--- src/rtl/exc_pkg.sv ---
package exc_pkg;
   typedef enum logic [2:0] {
      EK_NONE,
      EK_IRQ,
      EK_NMI,
      EK_BRK,
      EK_BF
   } exc_kind_e;

   typedef enum logic [1:0] {
      ST_IDLE,
      ST_UPDATE,
      ST_FETCH,
      ST_DONE
   } exc_state_e;
endpackage

--- src/rtl/exc_arbiter.sv ---
module exc_arbiter
   import exc_pkg::*;
#(
   parameter int XLEN  = 32,
   parameter int VEC_W = 8,
   parameter int I_BIT = 6,
   parameter int M_BIT = 9
) (
   input  logic             irq_req,
   input  logic [VEC_W-1:0] irq_vec,
   input  logic             nmi_req,
   input  logic             brk_req,
   input  logic [VEC_W-1:0] trap_vec,
   input  logic             bf_req,
   input  logic [VEC_W-1:0] fault_vec,
   input  logic             irq_locked,
   input  logic [XLEN-1:0]  ccs,
   output exc_kind_e        kind,
   output logic [VEC_W-1:0] vec
);
   logic irq_ok, nmi_ok;

   assign irq_ok = irq_req && ccs[I_BIT] && !irq_locked;
   assign nmi_ok = nmi_req && ccs[M_BIT];

   // fixed priority: fault, break, nmi, irq
   always_comb begin
      kind = EK_NONE;
      vec  = '0;
      if (bf_req) begin
         kind = EK_BF;
         vec  = fault_vec;
      end else if (brk_req) begin
         kind = EK_BRK;
         vec  = trap_vec;
      end else if (nmi_ok) begin
         kind = EK_NMI;
         vec  = '0;
      end else if (irq_ok) begin
         kind = EK_IRQ;
         vec  = irq_vec;
      end
   end
endmodule

--- src/rtl/exc_state_calc.sv ---
module exc_state_calc
   import exc_pkg::*;
#(
   parameter int XLEN      = 32,
   parameter int VEC_W     = 8,
   parameter int DS_W      = 2,
   parameter int U_BIT     = 8,
   parameter int M_BIT     = 9,
   parameter bit REWIND_EN = 1'b1
) (
   input  exc_kind_e        kind,
   input  logic [VEC_W-1:0] vec,
   input  logic [XLEN-1:0]  pc,
   input  logic [XLEN-1:0]  sp,
   input  logic [XLEN-1:0]  ccs,
   input  logic [DS_W-1:0]  dslot,
   input  logic [XLEN-1:0]  ksp,
   output logic [XLEN-1:0]  ret_pc,
   output logic             ret_wr,
   output logic [XLEN-1:0]  nmi_ret,
   output logic             nmi_ret_wr,
   output logic [XLEN-1:0]  exs,
   output logic [XLEN-1:0]  ccs_new,
   output logic [XLEN-1:0]  sp_new,
   output logic [XLEN-1:0]  usp_new,
   output logic             usp_wr
);
   localparam int KEEP_LO = 30;
   localparam int SHIFT   = 10;

   logic [XLEN-1:0] ccs_pre, rewound, vec_ext;
   logic            is_nmi, user;

   assign is_nmi  = (kind == EK_NMI);
   assign user    = ccs[U_BIT];
   assign vec_ext = XLEN'(vec);

   generate
      if (REWIND_EN) begin : g_rewind
         assign rewound = pc - XLEN'(dslot);
      end else begin : g_norewind
         assign rewound = pc;
      end
   endgenerate

   always_comb begin
      ccs_pre = ccs;
      if (is_nmi) ccs_pre[M_BIT] = 1'b0;
   end

   assign ccs_new    = {ccs_pre[XLEN-1:KEEP_LO], ccs_pre[KEEP_LO-SHIFT-1:0], {SHIFT{1'b0}}};
   assign ret_pc     = rewound;
   assign ret_wr     = !is_nmi;
   assign nmi_ret    = pc;
   assign nmi_ret_wr = is_nmi;
   assign exs        = (vec_ext & XLEN'(255)) << 8;
   assign sp_new     = user ? ksp : sp;
   assign usp_new    = sp;
   assign usp_wr     = user;
endmodule

--- src/rtl/exc_fsm.sv ---
module exc_fsm
   import exc_pkg::*;
(
   input  logic clk,
   input  logic rst_n,
   input  logic start,
   input  logic mem_ack,
   output logic cap_en,
   output logic upd_en,
   output logic pc_en,
   output logic mem_req,
   output logic done
);
   exc_state_e state, nxt;

   always_comb begin
      nxt = state;
      case (state)
         ST_IDLE:   if (start) nxt = ST_UPDATE;
         ST_UPDATE: nxt = ST_FETCH;
         ST_FETCH:  if (mem_ack) nxt = ST_DONE;
         default:   nxt = ST_IDLE;
      endcase
   end

   always_ff @(posedge clk or negedge rst_n) begin
      if (!rst_n) state <= ST_IDLE;
      else        state <= nxt;
   end

   assign cap_en  = (state == ST_IDLE) && start;
   assign upd_en  = (state == ST_UPDATE);
   assign mem_req = (state == ST_FETCH);
   assign pc_en   = mem_req && mem_ack;
   assign done    = (state == ST_DONE);


   req_hold_chk: assert property (@(posedge clk) disable iff (!rst_n)
      (mem_req && !mem_ack) |=> mem_req);

   done_pulse_chk: assert property (@(posedge clk) disable iff (!rst_n)
      done |=> !done);

   done_after_ack_chk: assert property (@(posedge clk) disable iff (!rst_n)
      $rose(done) |-> $past(mem_ack));
endmodule

--- src/rtl/exc_entry_seq.sv ---
module exc_entry_seq
   import exc_pkg::*;
#(
   parameter int XLEN      = 32,
   parameter int VEC_W     = 8,
   parameter int DS_W      = 2,
   parameter int U_BIT     = 8,
   parameter int I_BIT     = 6,
   parameter int M_BIT     = 9,
   parameter bit REWIND_EN = 1'b1
) (
   input  logic             clk,
   input  logic             rst_n,
   input  logic             irq_req,
   input  logic [VEC_W-1:0] irq_vec,
   input  logic             nmi_req,
   input  logic             brk_req,
   input  logic [VEC_W-1:0] trap_vec,
   input  logic             bf_req,
   input  logic [VEC_W-1:0] fault_vec,
   input  logic             irq_locked,
   input  logic [XLEN-1:0]  cur_pc,
   input  logic [XLEN-1:0]  cur_sp,
   input  logic [XLEN-1:0]  cur_ccs,
   input  logic [DS_W-1:0]  cur_dslot,
   input  logic [XLEN-1:0]  exc_base,
   input  logic [XLEN-1:0]  ksp,
   output logic             mem_req,
   output logic [XLEN-1:0]  mem_addr,
   input  logic             mem_ack,
   input  logic [XLEN-1:0]  mem_rdata,
   output logic             done,
   output logic [XLEN-1:0]  new_pc,
   output logic [XLEN-1:0]  ret_pc,
   output logic             ret_wr,
   output logic [XLEN-1:0]  nmi_ret,
   output logic             nmi_ret_wr,
   output logic [XLEN-1:0]  exs,
   output logic [XLEN-1:0]  ccs_new,
   output logic [XLEN-1:0]  sp_new,
   output logic [XLEN-1:0]  usp_new,
   output logic             usp_wr,
   output logic             dslot_clr
);
   localparam int FLAG_FIELD = 10;
   localparam int PAD_W      = XLEN - VEC_W - 2;

   generate
      if (XLEN != 32) begin : g_bad_xlen
         $error("exc_entry_seq: status shift is defined for XLEN of 32");
      end
      if (VEC_W < 1 || VEC_W > 8) begin : g_bad_vec
         $error("exc_entry_seq: VEC_W must be 1..8");
      end
      if (U_BIT >= FLAG_FIELD || I_BIT >= FLAG_FIELD || M_BIT >= FLAG_FIELD) begin : g_bad_flag
         $error("exc_entry_seq: flags must sit in the low ten bits");
      end
      if (U_BIT == I_BIT || U_BIT == M_BIT || I_BIT == M_BIT) begin : g_dup_flag
         $error("exc_entry_seq: flag positions must differ");
      end
   endgenerate

   exc_kind_e        sel_kind, kind_q;
   logic [VEC_W-1:0] sel_vec, vec_q;
   logic [XLEN-1:0]  pc_q, sp_q, ccs_q, base_q, ksp_q;
   logic [DS_W-1:0]  ds_q;
   logic             cap_en, upd_en, pc_en;

   logic [XLEN-1:0]  c_ret, c_nret, c_exs, c_ccs, c_sp, c_usp;
   logic             c_ret_wr, c_nret_wr, c_usp_wr;

   exc_arbiter #(
      .XLEN (XLEN), .VEC_W(VEC_W), .I_BIT(I_BIT), .M_BIT(M_BIT)
   ) u_arb (
      .irq_req   (irq_req),
      .irq_vec   (irq_vec),
      .nmi_req   (nmi_req),
      .brk_req   (brk_req),
      .trap_vec  (trap_vec),
      .bf_req    (bf_req),
      .fault_vec (fault_vec),
      .irq_locked(irq_locked),
      .ccs       (cur_ccs),
      .kind      (sel_kind),
      .vec       (sel_vec)
   );

   exc_fsm u_fsm (
      .clk    (clk),
      .rst_n  (rst_n),
      .start  (sel_kind != EK_NONE),
      .mem_ack(mem_ack),
      .cap_en (cap_en),
      .upd_en (upd_en),
      .pc_en  (pc_en),
      .mem_req(mem_req),
      .done   (done)
   );

   exc_state_calc #(
      .XLEN(XLEN), .VEC_W(VEC_W), .DS_W(DS_W),
      .U_BIT(U_BIT), .M_BIT(M_BIT), .REWIND_EN(REWIND_EN)
   ) u_calc (
      .kind      (kind_q),
      .vec       (vec_q),
      .pc        (pc_q),
      .sp        (sp_q),
      .ccs       (ccs_q),
      .dslot     (ds_q),
      .ksp       (ksp_q),
      .ret_pc    (c_ret),
      .ret_wr    (c_ret_wr),
      .nmi_ret   (c_nret),
      .nmi_ret_wr(c_nret_wr),
      .exs       (c_exs),
      .ccs_new   (c_ccs),
      .sp_new    (c_sp),
      .usp_new   (c_usp),
      .usp_wr    (c_usp_wr)
   );

   // snapshot of the request and the core state
   always_ff @(posedge clk or negedge rst_n) begin
      if (!rst_n) begin
         kind_q <= EK_NONE;
         vec_q  <= '0;
         pc_q   <= '0;
         sp_q   <= '0;
         ccs_q  <= '0;
         base_q <= '0;
         ksp_q  <= '0;
         ds_q   <= '0;
      end else if (cap_en) begin
         kind_q <= sel_kind;
         vec_q  <= sel_vec;
         pc_q   <= cur_pc;
         sp_q   <= cur_sp;
         ccs_q  <= cur_ccs;
         base_q <= exc_base;
         ksp_q  <= ksp;
         ds_q   <= cur_dslot;
      end
   end

   // derived results
   always_ff @(posedge clk or negedge rst_n) begin
      if (!rst_n) begin
         ret_pc     <= '0;
         ret_wr     <= 1'b0;
         nmi_ret    <= '0;
         nmi_ret_wr <= 1'b0;
         exs        <= '0;
         ccs_new    <= '0;
         sp_new     <= '0;
         usp_new    <= '0;
         usp_wr     <= 1'b0;
      end else if (upd_en) begin
         ret_pc     <= c_ret;
         ret_wr     <= c_ret_wr;
         nmi_ret    <= c_nret;
         nmi_ret_wr <= c_nret_wr;
         exs        <= c_exs;
         ccs_new    <= c_ccs;
         sp_new     <= c_sp;
         usp_new    <= c_usp;
         usp_wr     <= c_usp_wr;
      end
   end

   always_ff @(posedge clk or negedge rst_n) begin
      if (!rst_n)     new_pc <= '0;
      else if (pc_en) new_pc <= mem_rdata;
   end

   assign mem_addr  = base_q + {{PAD_W{1'b0}}, vec_q, 2'b00};
   assign dslot_clr = done && (ds_q != '0);


   addr_stable_chk: assert property (@(posedge clk) disable iff (!rst_n)
      (mem_req && !mem_ack) |=> $stable(mem_addr));

   one_ret_chk: assert property (@(posedge clk) disable iff (!rst_n)
      done |-> ($countones({ret_wr, nmi_ret_wr}) == 1));

   dslot_clr_chk: assert property (@(posedge clk) disable iff (!rst_n)
      dslot_clr |-> done);
endmodule

--- config.mk ---
export PLATFORM = sky130hd
export DESIGN_NAME = exc_entry_seq
export DESIGN_NICKNAME = d
export VERILOG_FILES = /design/src/rtl/exc_pkg.sv /design/src/rtl/exc_arbiter.sv /design/src/rtl/exc_state_calc.sv /design/src/rtl/exc_fsm.sv /design/src/rtl/exc_entry_seq.sv
export SDC_FILE = /design/constraint.sdc
export NUM_CORES = 1
export LEC_CHECK = 0
export ABC_AREA = 1
export BUFFER_PORTS_ARGS = -buffer_cell sky130_fd_sc_hd__buf_4
export CORE_ASPECT_RATIO = 0.5
export CORE_MARGIN = 2
export CORE_UTILIZATION = 41
export DETAILED_ROUTE_END_ITERATION = 7
export PLACE_DENSITY = 0.66
export SETUP_SLACK_MARGIN = 0.1
export SLEW_MARGIN = 0
export SYNTH_ARGS = -nofsm -noshare
export SYNTH_HDL_FRONTEND = slang
export SYNTH_SLANG_ARGS = --single-unit
--- constraint.sdc ---
create_clock -name clk -period 3.9 [get_ports clk]
set_input_delay 0.975 -clock clk [delete_from_list [all_inputs] [get_ports clk]]
set_output_delay 0.975 -clock clk [all_outputs]
set_load 0.02 [all_outputs]
==> impl_summary.md <==
Routing
The average via count per standard cell is 4.796. Before antenna repair, the detailed router went through 5 iterations. The detailed router finished its first iteration with 902 violations. In this run the remaining antenna-violating nets after routing total 0. For this block, the via count after detailed routing is 13740. The DRC violations left is 0. The final wirelength is 48920 um. After detailed routing, the average wire length per cell comes to 17.08 um.

Floorplanning
During I/O placement, the number of pins put on the boundary was 488. Measured along the x axis, the die boundary spans 284.0 um. The initial cell density of the core is 41.42%. The row count is 51.

Measured along the y axis, the die boundary spans 144.0 um. The placeable core region is 38800 um2. The full die area is 40890 um2.

Placement
The total placed instance area is 19650 um2. The congestion estimate from routability-driven global placement came to 0.8961. The number of placed cells counting well taps is 2802. The total half-perimeter wirelength after legalization and detailed placement is 34450 um.

The number of buffer cells added on primary ports is 443. Before CTS, the worst setup slack after placement is 0.9322 ns.

Logic synthesis
The number of distinct standard cells referenced by the synthesized netlist is 45. The count of mapped cells out of synthesis is 1897. Of the synthesized area, sequential elements account for 55.59%. Dividing the synthesized area by the synthesized cell count gives 8.471 um2.

The flip-flop and latch count after synthesis is 357. The count of warnings emitted by yosys is 0. The synthesized netlist occupies a cell area of 16070 um2.

Cells and area
The top cell types in the final layout, fill and taps aside, are nand2_1 (934), buf_4 (451), dfrtp_1 (357). The synthesis-to-layout area growth is 29.64%. The repair_antennas step left the layout with diodes totalling 0. For this run, the number of standard cells in the final layout without fillers is 2864. The most frequent standard cell in the layout excluding fill and tap cells is nand2_1. The number of nets in the final layout is 2551. Cells fill 53.70% of the core in the end.

The final instance area is 20830 um2. The post-route netlist has 24.85% of its cells at a drive strength greater than 1.

Job
The max-capacitance violation count is 0.

STA
The post-layout worst setup margin is 0.3664 ns. The final-report hold violation count is 0. Setup violations remaining at the end of the flow were counted as 0.

Across the routed clock network, the largest skew measured is 0.01737 ns. Final hold analysis gives a worst-case slack of 0.3942 ns. After routing, the total negative slack on setup checks comes to 0 ns. The headroom to the max-slew limit is 32.05%.

The slew at the pin closest to its max-slew limit is 1.019 ns. The maximum clock rate is 283.0 MHz. The count of final max-slew check failures came to 0.

The minimum clock period is 3.534 ns. The worst path uses 90.60% of the clock period. Setup repair after global routing left no endpoint under its margin.

CTS
In this run the clock root is driven by a clkbuf_16. The clock input transition at the sequential cells of the worst setup and hold paths is 0.06 ns. After clock tree synthesis, the setup repair step added 0 buffers.

CTS built an H-tree with a depth of 2. TritonCTS built the clock tree. Counting along the longest clock path gives a buffer depth of 3. The clock reaches the later pin of the worst-skew pair after 0.54 ns.

After clock tree synthesis, the flow added hold-fix buffers numbering 0. The number of clock sinks is 357. The number of clock buffers added by TritonCTS is 35. The total of cells resized after clock tree synthesis is 0.

Worst setup path
STA puts the critical path data required time at 2.92 ns. The critical-path maximum fanout is 7. Setup slack on the worst reg-to-reg path comes out at 1.55 ns. The critical path's slowest cell is dfrtp_1. The signal on the critical path passes through ha_1 > or2_2 > and2_1 > nand3_1 > nand2_1 > nand2_1 > nand2_1 > nand2_1 > buf_4.

The type of origin of the critical path is a flip-flop. The critical path in this run is classified as flip-flop to primary output. The sort of element at the end of the critical path is a primary output. The highest cell delay on the worst timing path is 0.42 ns. The arrival time of the worst setup path is 2.56 ns. The most numerous cell type found on the critical path is nand2_1.

GRT
The first global-routing pass estimated 74810 um of wire. The global-route usage over all layers is 23.36%. For this run the aggregate overflow at the end of global routing stands at 0. The maximum number of pins on one net before global-route repair is 136.

The number of antenna violations at the first check in global routing came to 0. The via count of the first global-routing pass was 13050.

Power and ir drop
For this design the static power due to leakage is 11.36 nW. The total power draw is 18.98 mW. The peak ir drop on the vdd network is 0.0005512 V. The power density relative to cell area is 911.0 nW/um2.

Status
The run finished with clean final reports.

Min path
The worst hold path belongs to the class input pin to asynchronous set/reset pin.
sequential cells by signal, summed over array words and instances (netlist names), 2 cells and up:
signal and cells:
usp_new 32, sp_q 32, ret_pc 32, new_pc 32, exs 8, ccs_q 22
kind_q 3, ksp_q 32, sp_new 32, vec_q 8, base_q 32, u_fsm.state 2
nmi_ret 32, ds_q 2, ccs_new 22, pc_q 32
worst max-delay path: cells and delay by family (launching register included):
kind | cells | cell delay, ns
buffers and inverters | 1 | 0.15
DFF | 1 | 0.42
adders and majority gates | 1 | 0.36
and+or+nand+nor | 7 | 1.09
routing by layer:
metal	GRT usage, %	up-vias	part of all wire [%]
met5	0	-	0
met4	7.950	0	3.5
met3	3.423	98	4.0
met2	40.33	317	50
met1	30.49	6608	42
li1	-	6712	-
cells in the mapped netlist (all sizes together):
cell      n  area (um2)
buf      94       685.7
o22ai     2       18.77
nor3     12       65.06
mux2     32       360.4
nand4    23       143.9
xnor2     3       26.28
a21oi    19       106.4
inv      85       321.6
o21ai   100       519.3
nor3b     1       7.510
or2       1       6.260
and3      1       6.260
o21a      2       15.01
o21bai    2       15.01
nand2   936        3518
nor2     90       375.4
clkbuf   23       86.33
a31oi     1       6.260
nand3b    9       67.56
a22oi     1       7.510
o31ai     2       15.01
o211ai   15       147.6
clkinv    1       3.750
a31o      1       8.760
ha       14       175.2
dfrtp   357        8934
fa        2       40.04
xor2     10       87.58
nand3    56       290.3
and2      1       6.260
conb      1       3.750
final cells by class:
class | count | area (um2)
Clock buffer | 49 | 1020
Clock inverter | 13 | 162.7
Fill cell | 3674 | 17960
Inverter | 86 | 332.8
Multi-Input combinational cell | 1370 | 6181
Sequential cell | 357 | 8934
Tap cell | 530 | 663.1
Timing Repair Buffer | 459 | 3541
final timing paths:
check,startpoint,to,cells past startpoint
hold / removal,rst_n,new_pc[27],1
setup reg to reg,u_fsm.state[1],ret_pc[19],7
hold reg to reg,ccs_q[0],ccs_new[10],2
max in group asynchronous,rst_n,ret_pc[11],2
min in group clk,ccs_q[0],ccs_new[10],2
setup / recovery,base_q[4],mem_addr[29],9
logic make-up after synthesis:
| kind of cell | count (synthesis) | synth area share [%] |
|---|---|---|
| AOI/OAI and AO/OA | 145 | 5.349 |
| xor gates and xnor gates | 13 | 0.7085 |
| adders and majority gates | 16 | 1.339 |
| buffers and inverters | 203 | 6.828 |
| DFF | 357 | 55.59 |
| muxes | 32 | 2.242 |
| other | 1 | 0.02333 |
| and+or+nand+nor | 1130 | 27.92 |
power by group:
group / total [mW] / internal [mW] / switching [mW]
Sequential: 6.62 / 5.46 / 1.16
Clock: 3.55 / 2.04 / 1.51
Combinational: 8.81 / 3.26 / 5.55
(Power assumes the default switching activity.)
